==> src/rtl/link_session_pkg.sv <==
package link_session_pkg;

   typedef enum logic [1:0] {
      PH_IDLE  = 2'd0,
      PH_SETUP = 2'd1,
      PH_XFER  = 2'd2,
      PH_CLOSE = 2'd3
   } phase_e;

   localparam int unsigned PHASE_COUNT = 4;

   function automatic logic [PHASE_COUNT-1:0] phase_to_onehot(input phase_e p);
      logic [PHASE_COUNT-1:0] v;
      v = '0;
      v[p] = 1'b1;
      return v;
   endfunction

endpackage

==> src/rtl/lsc_next_phase.sv <==
module lsc_next_phase
   import link_session_pkg::*;
(
   input  phase_e cur_ph,
   input  logic   start_cmd,
   input  logic   link_up,
   input  logic   xfer_done,
   output phase_e nxt_ph
);
   always_comb begin
      nxt_ph = PH_IDLE;
      unique case (cur_ph)
         PH_IDLE:  nxt_ph = start_cmd ? PH_SETUP : PH_IDLE;
         PH_SETUP: begin
            if (!start_cmd)   nxt_ph = PH_IDLE;
            else if (link_up) nxt_ph = PH_XFER;
            else              nxt_ph = PH_SETUP;
         end
         PH_XFER:  nxt_ph = xfer_done ? PH_CLOSE : PH_XFER;
         PH_CLOSE: nxt_ph = PH_IDLE;
         default:  nxt_ph = PH_IDLE;
      endcase
   end
endmodule

==> src/rtl/lsc_phase_reg.sv <==
module lsc_phase_reg
   import link_session_pkg::*;
#(
   parameter bit USE_ONEHOT = 1'b1
) (
   input  logic   clk,
   input  logic   rst,
   input  phase_e nxt_ph,
   output phase_e cur_ph
);
   localparam int unsigned CODE_W = USE_ONEHOT ? PHASE_COUNT : 2;

   logic [CODE_W-1:0] code_q;

   generate
      if (USE_ONEHOT) begin : g_onehot
         localparam logic [CODE_W-1:0] RST_CODE = CODE_W'(1);
         always_ff @(posedge clk) begin
            if (rst) code_q <= RST_CODE;
            else     code_q <= CODE_W'(phase_to_onehot(nxt_ph));
         end
         always_comb begin
            case (code_q)
               CODE_W'(4'b0010): cur_ph = PH_SETUP;
               CODE_W'(4'b0100): cur_ph = PH_XFER;
               CODE_W'(4'b1000): cur_ph = PH_CLOSE;
               default:          cur_ph = PH_IDLE;
            endcase
         end
      end else begin : g_binary
         always_ff @(posedge clk) begin
            if (rst) code_q <= CODE_W'(PH_IDLE);
            else     code_q <= CODE_W'(nxt_ph);
         end
         always_comb cur_ph = phase_e'(code_q);
      end
   endgenerate
endmodule

==> src/rtl/lsc_out_reg.sv <==
module lsc_out_reg
   import link_session_pkg::*;
#(
   parameter int unsigned LED_W = 4
) (
   input  logic             clk,
   input  logic             rst,
   input  phase_e           nxt_ph,
   output logic [LED_W-1:0] status_led,
   output logic             hs_en,
   output logic             xfer_en,
   output logic             td_en
);
   always_ff @(posedge clk) begin
      if (rst) begin
         status_led <= LED_W'(1);
         hs_en      <= 1'b0;
         xfer_en    <= 1'b0;
         td_en      <= 1'b0;
      end else begin
         status_led <= LED_W'(phase_to_onehot(nxt_ph));
         hs_en      <= (nxt_ph == PH_SETUP);
         xfer_en    <= (nxt_ph == PH_XFER);
         td_en      <= (nxt_ph == PH_CLOSE);
      end
   end
endmodule

==> src/rtl/link_session_ctrl.sv <==
module link_session_ctrl
   import link_session_pkg::*;
#(
   parameter int unsigned LED_W      = 4,
   parameter bit          USE_ONEHOT = 1'b1
) (
   input  logic             clk,
   input  logic             rst,
   input  logic             start_cmd,
   input  logic             link_up,
   input  logic             xfer_done,
   output logic [LED_W-1:0] status_led,
   output logic             hs_en,
   output logic             xfer_en,
   output logic             td_en
);
   generate
      if (LED_W != PHASE_COUNT) begin : g_bad_width
         $error("LED_W must equal the number of phases");
      end
   endgenerate

   phase_e cur_ph;
   phase_e nxt_ph;

   lsc_next_phase u_next (
      .cur_ph(cur_ph), .start_cmd(start_cmd), .link_up(link_up),
      .xfer_done(xfer_done), .nxt_ph(nxt_ph)
   );

   lsc_phase_reg #(.USE_ONEHOT(USE_ONEHOT)) u_state (
      .clk(clk), .rst(rst), .nxt_ph(nxt_ph), .cur_ph(cur_ph)
   );

   lsc_out_reg #(.LED_W(LED_W)) u_out (
      .clk(clk), .rst(rst), .nxt_ph(nxt_ph), .status_led(status_led),
      .hs_en(hs_en), .xfer_en(xfer_en), .td_en(td_en)
   );

   assert_led_onehot_R8: assert property (@(posedge clk) disable iff (rst)
      $countones(status_led) == 1);
   assert_en_match_R9: assert property (@(posedge clk) disable iff (rst)
      (hs_en == status_led[1]) && (xfer_en == status_led[2]) && (td_en == status_led[3]));
   assert_leds_track_state_R9: assert property (@(posedge clk) disable iff (rst)
      status_led[cur_ph] == 1'b1);
   assert_close_one_cycle_R7: assert property (@(posedge clk) disable iff (rst)
      td_en |=> status_led[0]);
   assert_abort_R5: assert property (@(posedge clk) disable iff (rst)
      (hs_en && !start_cmd) |=> status_led[0]);
   assert_no_skip_R10: assert property (@(posedge clk) disable iff (rst)
      xfer_en |=> !status_led[0]);
   assert_idle_hold_R2: assert property (@(posedge clk) disable iff (rst)
      (status_led[0] && !start_cmd) |=> status_led[0]);
   assert_reset_state_R1: assert property (@(posedge clk)
      rst |=> (status_led == LED_W'(1)) && !hs_en && !xfer_en && !td_en);
endmodule

==> config.mk <==
export PLATFORM = sky130hd
export DESIGN_NAME = link_session_ctrl
export DESIGN_NICKNAME = d
export VERILOG_FILES = /design/src/rtl/link_session_pkg.sv /design/src/rtl/lsc_next_phase.sv /design/src/rtl/lsc_phase_reg.sv /design/src/rtl/lsc_out_reg.sv /design/src/rtl/link_session_ctrl.sv
export SDC_FILE = /design/constraint.sdc
export NUM_CORES = 1
export LEC_CHECK = 0
export ABC_AREA = 1
export BUFFER_PORTS_ARGS = -buffer_cell sky130_fd_sc_hd__buf_4
export CAP_MARGIN = 20
export CORE_AREA = 8 8 45 47
export DETAILED_ROUTE_END_ITERATION = 8
export DIE_AREA = 0 0 53 55
export PLACE_DENSITY = 0.39
export SKIP_CTS_REPAIR_TIMING = 1
export SLEW_MARGIN = 25
export SYNTH_ARGS = -nofsm -noshare
export SYNTH_HDL_FRONTEND = slang
export SYNTH_SLANG_ARGS = --single-unit
==> constraint.sdc <==
create_clock -name clk -period 1.2 [get_ports clk]
set_input_delay 0.18 -clock clk [delete_from_list [all_inputs] [get_ports clk]]
set_output_delay 0.18 -clock clk [all_outputs]
set_load 0.02 [all_outputs]
# Word level (Yosys, flattened, before mapping)
# Cells that the tools add are included.
[word_totals] output_inout_bits=7 input_bits=5 mem_bits_ro=0 mem_count=0 ram_bits=0 ff_bits=7 latchBits=0
[classes] n_eq_ne=9 n_addsub=0 order_cmp=2 div=0 bitwise_logic=0 shift=0 reduce_logical=2 n_mul=0 muxes=8
[ops] cell="$eq 2x2->1 const B" n=4
[ops] cell="$pmux 2 s4" n=1
[ops] cell="$pmux 2 s3" n=1
[ops] cell="$eq 2x1->1 const B" n=2
[ops] cell="$eq 4x2->1 const B" n=1
[ops] cell="$eq 4x3->1 const B" n=1
[ops] cell="$eq 4x4->1 const B" n=1
[ops] cell="$mux 2" n=2
[ops] cell="$lt 2x3->1 const B" n=1
[ops] cell="$mux 1" n=3
[ops] cell="$demux 1 s2" n=1
[ops] cell="$ge 2x1->1 const B" n=1
[ops] cell="$logic_not 2->1" n=1
[ops] cell="$logic_and 1x1->1" n=1

# Longest topological paths before layout
# Gate-level depths: netlist of run 1.
[logic_depth] ltp_word=8 mapped_depth=8 ltp_nobuf=8

# Hierarchy
# A second synthesis of run 1 with hierarchy kept.
[hier_totals] cells_unflattened=46 area_unflattened_um2=331.6
[by_module_without_submodules] module="lsc_phase_reg" seq_area_each_um2=80.1 area_each_um2=152.6 instances=1 cells_each=20
[by_module_without_submodules] module="lsc_out_reg" seq_area_each_um2=80.1 area_each_um2=133.9 instances=1 cells_each=15
[by_module_without_submodules] module="lsc_next_phase" seq_area_each_um2=0.0 area_each_um2=45.0 instances=1 cells_each=11

# Worst setup path before layout of run 1
# OpenSTA, ideal clock, no wires.
[synth_path] path_type="reg2reg" start="register u_out.hs_en (netlist name)" end="register u_state.code_q[0]" arrival_time_ns=0.973 n_path_buf=0 path_stages_with_launch=7 synth_period_minus_slack_ns=1.087 slack_ns=0.113 cell_sequence="dfxtp_1 > inv_1 > nor2_2 > nand3b_1 > nand2_1 > nand3b_1 > nand2_1"
[synth_rtl] item="end signal, assigned" line_no="lsc_phase_reg.sv:20" text="else code_q <= CODE_W'(phase_to_onehot(nxt_ph));"
[synth_rtl] item="end, declared" line_no="lsc_phase_reg.sv:13" text="logic [CODE_W-1:0] code_q;"

==> results of run 1 <==
[area by class of cell]
class / instances / area, um^2 / share of cell area [%]
multi-input cells: 25 / 134 / 37.0
repair buffers: 11 / 82.6 / 22.8
flip-flops and latches: 4 / 80.1 / 22.1
clock buffers: 3 / 22.5 / 6.23
well taps: 16 / 20.0 / 5.54
inverters: 6 / 22.5 / 6.23
[state kept, by name (all words and copies together) (netlist names)]
name            cells
u_out.xfer_en       1
u_state.code_q      1
u_out.hs_en         1
u_out.td_en         1
[how the worst max path moves through the flow]
stage                              endpoint  cells past startpoint
final                     u_state.code_q[0]                      5
after global routing      u_state.code_q[0]                      6
after CTS                 u_state.code_q[0]                      5
after detailed placement  u_state.code_q[0]                      6
after global placement    u_state.code_q[0]                      5
after floorplan           u_state.code_q[0]                      6
[routing by layer]
metal / routed length (um) / track usage, % / up-vias
met5: 0 / 0 / -
met4: 0 / 5.17 / 0
met3: 74 / 2.67 / 0
met2: 222 / 5.08 / 7
met1: 252 / 4.55 / 89
li1: - / - / 134
[cell families (layout without fill, tap and decap cells)]
group | after synthesis | in the layout | synth area share, %
flops | 4 | 4 | 30.9
simple gates | 25 | 25 | 51.7
buf+inv | 9 | 20 | 17.4
[power groups by stage]
stage	Clock [mW]	Sequential [mW]	Combinational, mW
floorplan	0	0.150	0.0259
global placement	0	0.145	0.0549
detailed placement	0	0.145	0.0538
CTS	0.171	0.143	0.0540
global route	0.178	0.144	0.0577
finish	0.159	0.143	0.0531
[stage by stage]
step | power (mW) | std cells | util (%) | hold WS [ns] | setup WS [ns]
CTS | 0.368 | 65 | 26.1 | 0.107 | 0.156
detailed placement | 0.199 | 62 | 24.5 | 0.354 | 0.166
floorplan | 0.176 | 38 | - | 0.252 | 0.113
global placement | 0.200 | 62 | 24.5 | 0.355 | 0.163
finish | 0.355 | 65 | 26.1 | 0.119 | 0.152
global route | 0.380 | 65 | 26.1 | 0.117 | 0.0437
[layout by cell type, fill, tap and decap left out, drive strengths merged]
cell type,Yosys,routed
nand2,11,11
buf,3,11
nor2,8,8
inv,6,6
dfxtp,4,4
nand3,4,4
clkbuf,0,3
nand3b,2,2
[worst register-to-register path, cell delays in order (launching register included)]
cell                       delay, ns
sky130_fd_sc_hd__dfxtp_1        0.34
sky130_fd_sc_hd__nor2_1         0.20
sky130_fd_sc_hd__nand3b_1       0.10
sky130_fd_sc_hd__nand2_1        0.12
sky130_fd_sc_hd__nand3b_1       0.13
sky130_fd_sc_hd__nand2_1        0.05
==> results summary, run 1 <==
The via count came out at 230. The count of final max-slew check failures is 0. The clock root buffer master is sky130_fd_sc_hd__clkbuf_4.

The TritonCTS buffer count is 3. The required time at the endpoint of the critical path came out at 1.32 ns. The critical path goes through nor2_1, nand3b_1, nand2_1, nand3b_1, nand2_1.

The power per cell area is 981 nW/um^2. After synthesis the cells add up to 259 um^2. The detailed-route wire length per cell is 8.46 um. The die area came out at 2920 um^2. In this run the critical register-to-register path is captured at u_state.code_q[0]. The logic depth of the worst register-to-register path came out at 5.

After synthesis, the mean cell area works out to 6.82 um^2. The worst setup skew after layout is 0.000380 ns. The biggest area contributor in the post-synthesis netlist is sky130_fd_sc_hd__dfxtp_1. The max capacitance violation total is 0.

The count of buffer and inverter cells on the critical path came out at 0. The longest individual stage delay on the worst path is 0.34 ns. The first-pass GRT wire length came out at 855 um. In the global route stage, overall resource usage came out at 4.26%.

The floorplan has 14 rows. The CTS tree is built. The number of cells on the worst hold path came out at 2. By area the synthesized netlist is led by sky130_fd_sc_hd__dfxtp_1, sky130_fd_sc_hd__nand2_1, sky130_fd_sc_hd__nor2_2, sky130_fd_sc_hd__buf_4, sky130_fd_sc_hd__nand3_2.

The average vias per placed instance is 3.54. The initial cell density of the core is 18.7%. In this run the vertical extent of the chip is 55 um.

In this design, the largest share of critical-path delay is due to simple AND/OR/NAND/NOR gates. The clock-pin slew on the worst setup and hold paths came out at 0.03 ns. CTS built an H-tree with a depth of 1. Setup repair after global routing left no endpoint under its margin. The first TritonRoute pass finished after 4 iterations. Summed over all failing endpoints, the final setup total negative slack is 0 ns. The routability-driven placement congestion ratio is 0.619. After synthesis, the most frequently instantiated cells are sky130_fd_sc_hd__nand2_1, sky130_fd_sc_hd__dfxtp_1, sky130_fd_sc_hd__inv_1, sky130_fd_sc_hd__nor2_1, sky130_fd_sc_hd__nor2_2. The number of sinks on the clock net is 4. In this run switching power makes up 22.6% of total power.

Cell internal power was estimated by the tool at 0.275 mW. The count of endpoints failing setup in the final report is 0. The total I/O pin count is 12. The clock latency at the later pin of the worst-skew pair came out at 0.23 ns. The area of all placed cells without fillers came out at 362 um^2. The routed wire length is 550 um.

The sequential power share came out at 40.3%. Synthesis handed over a netlist of 38 instances. The first-iteration detailed-routing DRC count came out at 4.

The endpoint of the worst hold-timing path is u_out.td_en. The number of warnings reported in the yosys synthesis log came out at 0. For this design, the slowest cell found on the critical path is sky130_fd_sc_hd__dfxtp_1. The residual DRC count came out at 0. The number of flops mapped to enable cells by yosys is 0. The run finished with clean final reports. The count of input and output buffers is 11. The share of the Yosys chip area taken by registers is 30.9%.

The die boundary width is 53 um. The tightest slew margin relative to the limit is 87.0%. The worst setup path is of the flop to flop kind.

The number of flip-flops and latches in the synthesized netlist is 4. The total overflow left after global routing is 0. The worst reg-to-reg setup slack is 0.15 ns. The HPWL after detailed placement came out at 477 um.

The clock passes through at most 2 buffers. The worst hold path begins at rst. In the final design database the tool counted 56 nets. The number of global-route vias before repair is 220. The pin slew with the least headroom to its limit came out at 0.194 ns. The smallest clock period supported by the final layout is computed as 1.05 ns.

The ratio of cells with drive above 1 in the final layout is 51.0%. Combinational logic burns 15.0% of the power. The top cell type by area accounts for 30.9% of the synthesized area. The launch instance of the worst register-to-register path is u_out.xfer_en.

The worst setup path is launched from a flop. VDD sags by at most 0.451 mV. By instance count, the leading cell after synthesis is sky130_fd_sc_hd__nand2_1. The class of the most critical hold timing path is input pin to flop. The worst setup path is captured at a flop. For this run, asynchronously set or reset flops after synthesis account for 0%. The number of nets produced by synthesis is 43. The pin count of the biggest net entering global routing is 7. The share of the clock period used by the worst path came out at 87.3%. The post-detailed-route count of antenna-violating nets is 0. The number of filler cells placed in the layout is 160. The maximum fanout encountered on the critical timing path is 5. The peak clock frequency supported by timing came out at 0.954 GHz. Data arrives at the worst endpoint at 1.17 ns. The net switching power of the design is 0.0801 mW. The count of distinct cell types in the synthesized netlist came out at 11.

The antenna diode instance count is 0. The critical path starts at u_out.xfer_en. The leakage power total is 0.181 nW.

The total placed instance area is 339 um^2. The number of failing hold endpoints at the final stage is 0. The initial antenna violation count is 0. The relative area change from synthesis to final layout is 39.6%. The core region is 1380 um^2.

In the synthesized netlist the dominant register cell turns out to be sky130_fd_sc_hd__dfxtp_1. The relative contribution of the clock network to total power is 44.7%.
No activity file was read; power rests on OpenSTA's default activity.
==> inputs of run 2 (changes only) <==
- PLACE_DENSITY: 0.39 -> 0.45
- SKIP_LAST_GASP: not set -> 1
- SYNTH_HIERARCHICAL: not set -> 1
==> run 2 against run 1 <==
Compared with the run above: global-route usage increased by 1.0 points; flip-flop and latch count is 4 higher; critical path type unchanged; die area unchanged; core utilization increased by 10 points; maximum frequency is 11% lower; highest routed layer unchanged; non-clock buffer count grew 1; sequential share of layout area is 10 points higher; hold slack improved by 0.017 ns; wire length grew 27%; area after synthesis grew 28%; setup slack got worse by 0.13 ns.
==> results summary, run 2 <==
The run finished with clean final reports. The worst-case setup slack after placement came out at -0.0820 ns. The worst register-to-register path begins at u_state/code_q[0]. Before antenna repair, the detailed router went through 3 iterations.

The region available for standard cell placement spans 1380 um^2. The worst reg-to-reg setup slack is 0.03 ns. CTS built an H-tree with a depth of 1.

Compared with the post-synthesis result, the final layout area differs by 52.8%. The peak clock frequency supported by timing came out at 0.852 GHz. Setup violations remaining at the end of the flow were counted as 0. The average vias per placed instance came out at 4.01. The worst setup path is launched from a flop.

The die boundary width came out at 53 um. The antenna diode instance count is 0. The most instantiated flip-flop cell in the synthesis netlist is sky130_fd_sc_hd__dfxtp_1. The max capacitance violation total is 0. The number of nets handed over by synthesis was 51.

The pin count of the biggest net entering global routing came out at 8. The HPWL after detailed placement is 501 um. Leaving out fill and tap cells, the most frequent cell in the layout is sky130_fd_sc_hd__buf_4. Synthesis produced 46 cells. Clock-pin slew was measured on the worst setup and hold paths at 0.05 ns.

The flip-flop and latch area is 165 um^2. The share of the clock period used by the worst path came out at 97.8%. At the pin with the least slew margin, the transition time is 0.143 ns. The most instantiated library cell after synthesis is sky130_fd_sc_hd__nand2_1. The root buffer cell chosen for the clock tree is sky130_fd_sc_hd__clkbuf_4. The worst setup path is of the flop to flop kind. Summed over all layers, the global routing overflow is 0. For the worst setup path, the data arrival time is 1.35 ns. The tightest slew margin relative to the limit is 90.5%. The number of filler cells placed in the layout is 154. The routability-driven placement congestion ratio came out at 0.629. The number of warnings reported in the yosys synthesis log is 6. The path class of the tightest hold or removal check is input pin to flop.

The synthesized netlist contains 11 unique library cells. The count of buffer and inverter cells on the critical path came out at 1. The nature of the critical path endpoint is a flop. The logic depth of the worst register-to-register path came out at 8. The longest individual stage delay on the worst path is 0.32 ns. Clock latency on the worst-skew pair, taken at its later pin, is 0.25 ns.

The worst hold path begins at rst. The ratio of cells with drive above 1 in the final layout is 62.1%. The count of final max-slew check failures is 0. The largest registers in the layout are u_out/status_led (4), u_state/code_q (4). The die area is 2920 um^2. The leakage power total came out at 0.225 nW. In the synthesized netlist, the cells that appear most often are sky130_fd_sc_hd__nand2_1, sky130_fd_sc_hd__nor2_1, sky130_fd_sc_hd__dfxtp_1, sky130_fd_sc_hd__inv_1, sky130_fd_sc_hd__buf_4. The initial antenna violation count is 0. The number of global-route vias before repair is 270.

The least setup slack across all paths after layout came out at 0.0263 ns. The biggest area consumer among synthesized cells is sky130_fd_sc_hd__dfxtp_1. The proportion of register bits with asynchronous set or reset after synthesis came out at 0%. The share of the synthesized area in the top cell type came out at 48.3%. The worst setup skew after layout came out at 0.00126 ns. The site row count is 14.

TritonCTS built the clock tree. The via count came out at 297. STA puts the critical path data required time at 1.38 ns. The fraction of the yosys area taken by sequential cells is 48.3%. TritonCTS created 3 clock buffers. The final core utilization came out at 36.6%. The first global-routing pass estimated 1080 um of wire.

The area of the multi-input gates is 186 um^2. The total I/O pin count came out at 12. For this run, the post-layout net count is 65. For this design the ratio of total power to cell area is 1090 nW/um^2.

The time the final worst path needs with I/O delays and setup came out at 1.17 ns. The endpoint of the worst hold-timing path is u_state/code_q[3]. The count of input and output buffers is 11. The global routing usage summed across all routing layers is 5.31%. The routed wire length is 699 um. The post-detailed-route count of antenna-violating nets is 0.

Broken down by cell family, the worst path's largest delay share belongs to simple AND/OR/NAND/NOR gates. The number of flops mapped to enable cells by yosys came out at 0. The detailed-route wire length per cell came out at 9.45 um. Once the floorplan was initialized, standard cells occupied 24.0% of the core. After synthesis, the cell types taking the most area are sky130_fd_sc_hd__dfxtp_1, sky130_fd_sc_hd__nand2_1, sky130_fd_sc_hd__nor2_1, sky130_fd_sc_hd__buf_4, sky130_fd_sc_hd__inv_1. In this run the cell area of the synthesized design comes to 332 um^2. The number of flip-flops and latches in the synthesized netlist came out at 8. The maximum fanout encountered on the critical timing path is 7. The number of cells on the worst hold path came out at 2. After detailed routing, the number of remaining DRC violations is 0. The number of failing hold endpoints at the final stage is 0.

Across the VDD grid, the largest voltage drop is 0.412 mV. The number of sinks on the clock net is 8. The endpoint identified for the worst register-to-register timing path is u_state/code_q[0]. In the layout the commonest cells are sky130_fd_sc_hd__buf_4, sky130_fd_sc_hd__nand2_1.

The slowest stage of the critical path belongs to the cell sky130_fd_sc_hd__dfxtp_2. The detailed router finished its first iteration with 4 violations. The buffer levels on the longest clock path came out at 2. The average instance area after synthesis came out at 7.21 um^2.

Setup repair after global routing could not meet its margin everywhere. Traced cell by cell, the critical path runs through nor2_2, nand2_2, nor2_4, nor2_4, nand2_2, nand2_4, buf_4, o21bai_1. Measured along the y axis, the die boundary spans 55 um.
[run 2: changes by cell type after synthesis, sizes merged]
| cell | change |
|---|---|
| dfxtp | +4 |
| nand2 | +2 |
| nand3 | -3 |
| nand3b | -2 |
| nor2 | +2 |
| nor3 | +3 |
| o21ai | +1 |
| o21bai | +1 |
[run 2: cell families (layout without fill, tap and decap cells)]
| kind of cell | after synthesis | in the layout | share of synthesized area [%] |
|---|---|---|---|
| buffers and inverters | 9 | 21 | 13.6 |
| AOI/OAI and AO/OA | 2 | 2 | 3.77 |
| and+or+nand+nor | 27 | 27 | 34.3 |
| DFF | 8 | 8 | 48.3 |
[run 2: worst max-delay path by stage]
stage	start	depth (start not counted)	slack, ns	to
2_1_floorplan	u_state/code_q[1]	7	0.1	u_state/code_q[1]
3_3_place_gp	u_state/code_q[1]	7	-0.09	u_state/code_q[2]
3_5_place_dp	u_state/code_q[2]	9	-0.08	u_state/code_q[2]
4_1_cts	u_state/code_q[2]	9	-0.09	u_state/code_q[2]
5_1_grt	u_state/code_q[0]	8	-0.06	u_state/code_q[0]
6_report	u_state/code_q[0]	8	0.03	u_state/code_q[0]
[run 2: final cells by class]
cell class,count,area share [%]
Multi-Input combinational cell,29,36.8
Sequential cell,8,32.6
Clock buffer,3,4.44
Timing Repair Buffer,12,17.8
Tap cell,16,3.95
Inverter,6,4.44
[run 2: layer usage]
layer / GRT usage [%] / vias up / routed length (um) / part of all wire, %
li1: - / 160 / - / -
met1: 5.49 / 133 / 303 / 43
met3: 1.87 / 0 / 17 / 2.4
met4: 6.47 / 0 / 0 / 0
met2: 7.62 / 4 / 379 / 54
met5: 0 / - / 0 / 0
[run 2: power by group]
part           internal (mW)  switching (mW)  total [mW]
clock network          0.114          0.0861       0.200
registers              0.275         0.00511       0.281
logic                 0.0315          0.0379      0.0694
[run 2: through the flow]
step / cell area [um^2] / total power [mW] / setup TNS, ns / cells / hold WS [ns]
after floorplan: 332 / 0.316 / 0 / 46 / 0.250
after global placement: 412 / 0.339 / -0.392 / 70 / 0.398
after detailed placement: 412 / 0.339 / -0.307 / 70 / 0.396
after CTS: 434 / 0.543 / -0.403 / 73 / 0.129
after global routing: 507 / 0.588 / -0.279 / 74 / 0.131
final: 507 / 0.550 / 0 / 74 / 0.136
==> inputs of run 3 (changes only) <==
==> constraint.sdc (replaced) <==
create_clock -name clk -period 1.16 [get_ports clk]
set_input_delay 0.058 -clock clk [delete_from_list [all_inputs] [get_ports clk]]
set_output_delay 0.058 -clock clk [all_outputs]
set_load 0.02 [all_outputs]
==> run 3 against run 2 <==
Compared with the run above: the run now ends with negative setup slack left; clock skew is 0.0010 ns higher; hold slack worse by 0.12 ns; via count is 1.7% higher; largest cell class unchanged.
==> results summary, run 3 (synthesis results as in run 2) <==
The met3 wirelength from detailed routing came out at 13 um. The first-pass GRT wire length came out at 1030 um. The peak supply drop is 0.413 mV. The pin count of the biggest net entering global routing came out at 8. The wire-length estimate of the detail-placed layout is 509 um. The TritonCTS buffer count is 3. The startpoint of the most critical setup path is u_state/code_q[0].

The flow ran to the end, but the final reports show violations. The initial cell density of the core came out at 24.0%. The number of antenna diodes in the final layout is 0. The clock root buffer master is sky130_fd_sc_hd__clkbuf_4. Following the worst setup path forward leads to its endpoint at u_out/status_led[1].

The detailed-route wire length per cell came out at 9.68 um. The worst register-to-register path ends at u_out/status_led[1]. STA puts the critical path data arrival time at 1.33 ns.

The relative area change from synthesis to final layout came out at 54.0%. In the final layout, the share of cells above drive strength 1 is 63.8%. The number of global-route vias before repair came out at 275. After global routing the overflow that remains totals 0. The worst setup path is of the flop to flop kind.

The site row count is 14. The count of final max-slew check failures is 0. The average vias per placed instance is 4.08. The residual DRC count is 0. The worst setup skew after layout came out at 0.00229 ns. Leaving out fill and tap cells, the most frequent cells in the layout are sky130_fd_sc_hd__buf_4, sky130_fd_sc_hd__nand2_1, sky130_fd_sc_hd__nand2_2. The final critical path takes up 103% of the cycle. The first-iteration detailed-routing DRC count is 4. The floorplan step defined a die boundary enclosing 2920 um^2.

The number of failing hold endpoints at the final stage came out at 0. The worst hold path belongs to the class input pin to flop. The tightest slew margin relative to the limit is 89.9%. The required time at the endpoint of the critical path is 1.30 ns. The time the final worst path needs with I/O delays and setup came out at 1.19 ns.

The routed wire length is 716 um. The via count is 302. The count of input and output buffers came out at 11. The worst hold slack across all endpoints came out at 0.0170 ns. After clock tree synthesis, the clock-pin slew on the worst setup and hold paths is 0.05 ns. The standard cell core area is 1380 um^2. The first TritonRoute pass finished after 2 iterations. The peak clock frequency supported by timing came out at 0.838 GHz. The routability-driven placement congestion ratio is 0.679. In this run the remaining antenna-violating nets after routing total 0. The worst reg-to-reg setup slack came out at -0.03 ns. The CTS tree is built. The clock latency at the later pin of the worst-skew pair is 0.24 ns. STA classifies the critical path startpoint as a flop. The detailed router used layers up to and including met3. The buffer levels on the longest clock path came out at 2.

Cells fill 36.9% of the core in the end. From bottom edge to top edge, the die measures 55 um. The leakage power total came out at 0.226 nW. The number of levels in the clock H-tree is 1. In this run the count of I/O pins placed on the die edge is 12. The final-stage net count is 65. The die boundary width is 53 um. For the pin with the worst max-slew slack, the measured transition is 0.151 ns. The worst-case setup slack after placement is -0.144 ns.

STA classifies the critical path endpoint as a flop. The global routing usage summed across all routing layers is 4.71%. The largest registers in the layout are u_out/status_led (4), u_state/code_q (4). The logic depth of the worst register-to-register path came out at 9. The number of sinks on the clock net came out at 8. The total power consumption of the routed design came out at 0.566 mW. Along the worst path, the maximum fanout reaches 6. The initial antenna violation count is 0. The count of endpoints failing setup in the final report came out at 2.

Leaving out fill and tap cells, the most frequent cell in the layout is sky130_fd_sc_hd__buf_4. In the detailed route, the total length drawn on met2 is 411 um. The checks that failed: negative setup slack. The least setup slack across all paths after layout came out at -0.0340 ns. The max capacitance violation total came out at 0.

The launch instance of the worst register-to-register path is u_state/code_q[0]. For this block, wires on met1 add up to 292 um. Setup repair after global routing could not meet its margin everywhere. The power per cell area is 1110 nW/um^2.
-- run 3: cell types whose count changed in the layout (fill, tap and decap cells not counted) --
cell,delta
sky130_fd_sc_hd__nand2_2,+2
sky130_fd_sc_hd__nand2_1,-2
sky130_fd_sc_hd__nor3_2,-1
sky130_fd_sc_hd__buf_4,-1
sky130_fd_sc_hd__nor3_1,+1
sky130_fd_sc_hd__buf_6,+1
-- run 3: stage by stage --
| stage | cell area [um^2] | TNS [ns] | std cells |
|---|---|---|---|
| floorplan | 332 | 0 | 46 |
| global placement | 412 | -0.729 | 70 |
| detailed placement | 412 | -0.717 | 70 |
| CTS | 434 | -0.769 | 73 |
| global route | 510 | -0.568 | 74 |
| finish | 510 | -0.0366 | 74 |
-- run 3: report_power, final --
| group | switching, mW | total (mW) | internal, mW |
|---|---|---|---|
| combinational | 0.0414 | 0.0766 | 0.0352 |
| sequential | 0.00502 | 0.290 | 0.285 |
| clock | 0.0815 | 0.199 | 0.118 |
| total | 0.128 | 0.566 | 0.438 |
-- run 3: area by class of cell --
class                   instances  area, um^2
inverters                       6        22.5
well taps                      16        20.0
multi-input cells              29         186
clock buffers                   3        22.5
flip-flops and latches          8         165
repair buffers                 12        93.8
fillers                       145         873
-- run 3: worst max-delay path, cell delays in order, from the launching register on --
cell	delay [ns]
sky130_fd_sc_hd__dfxtp_2	0.32
sky130_fd_sc_hd__nor2_2	0.11
sky130_fd_sc_hd__nand2_2	0.07
sky130_fd_sc_hd__nor2_4	0.16
sky130_fd_sc_hd__nor2_4	0.06
sky130_fd_sc_hd__nand2_2	0.09
sky130_fd_sc_hd__nand2_4	0.08
sky130_fd_sc_hd__buf_6	0.12
sky130_fd_sc_hd__nand2_2	0.04
sky130_fd_sc_hd__nor2_1	0.03
-- run 3: routing by layer --
layer  global-route usage, %  vias to the layer above
met5                       0                        -
met1                    4.89                      137
met4                    5.17                        0
li1                        -                      161
met2                    7.62                        4
met3                   0.802                        0
-- run 3: how the worst min path moves through the flow --
stage,start,endpoint,slack (ns),depth (start not counted)
after global placement,rst,u_out/status_led[3],0.28,2
final,rst,u_state/code_q[1],0.02,2
after floorplan,rst,u_state/code_q[3],0.13,1
after detailed placement,rst,u_state/code_q[3],0.28,2
after CTS,rst,u_out/status_led[3],0.009,2
after global routing,rst,u_state/code_q[3],0.03,2
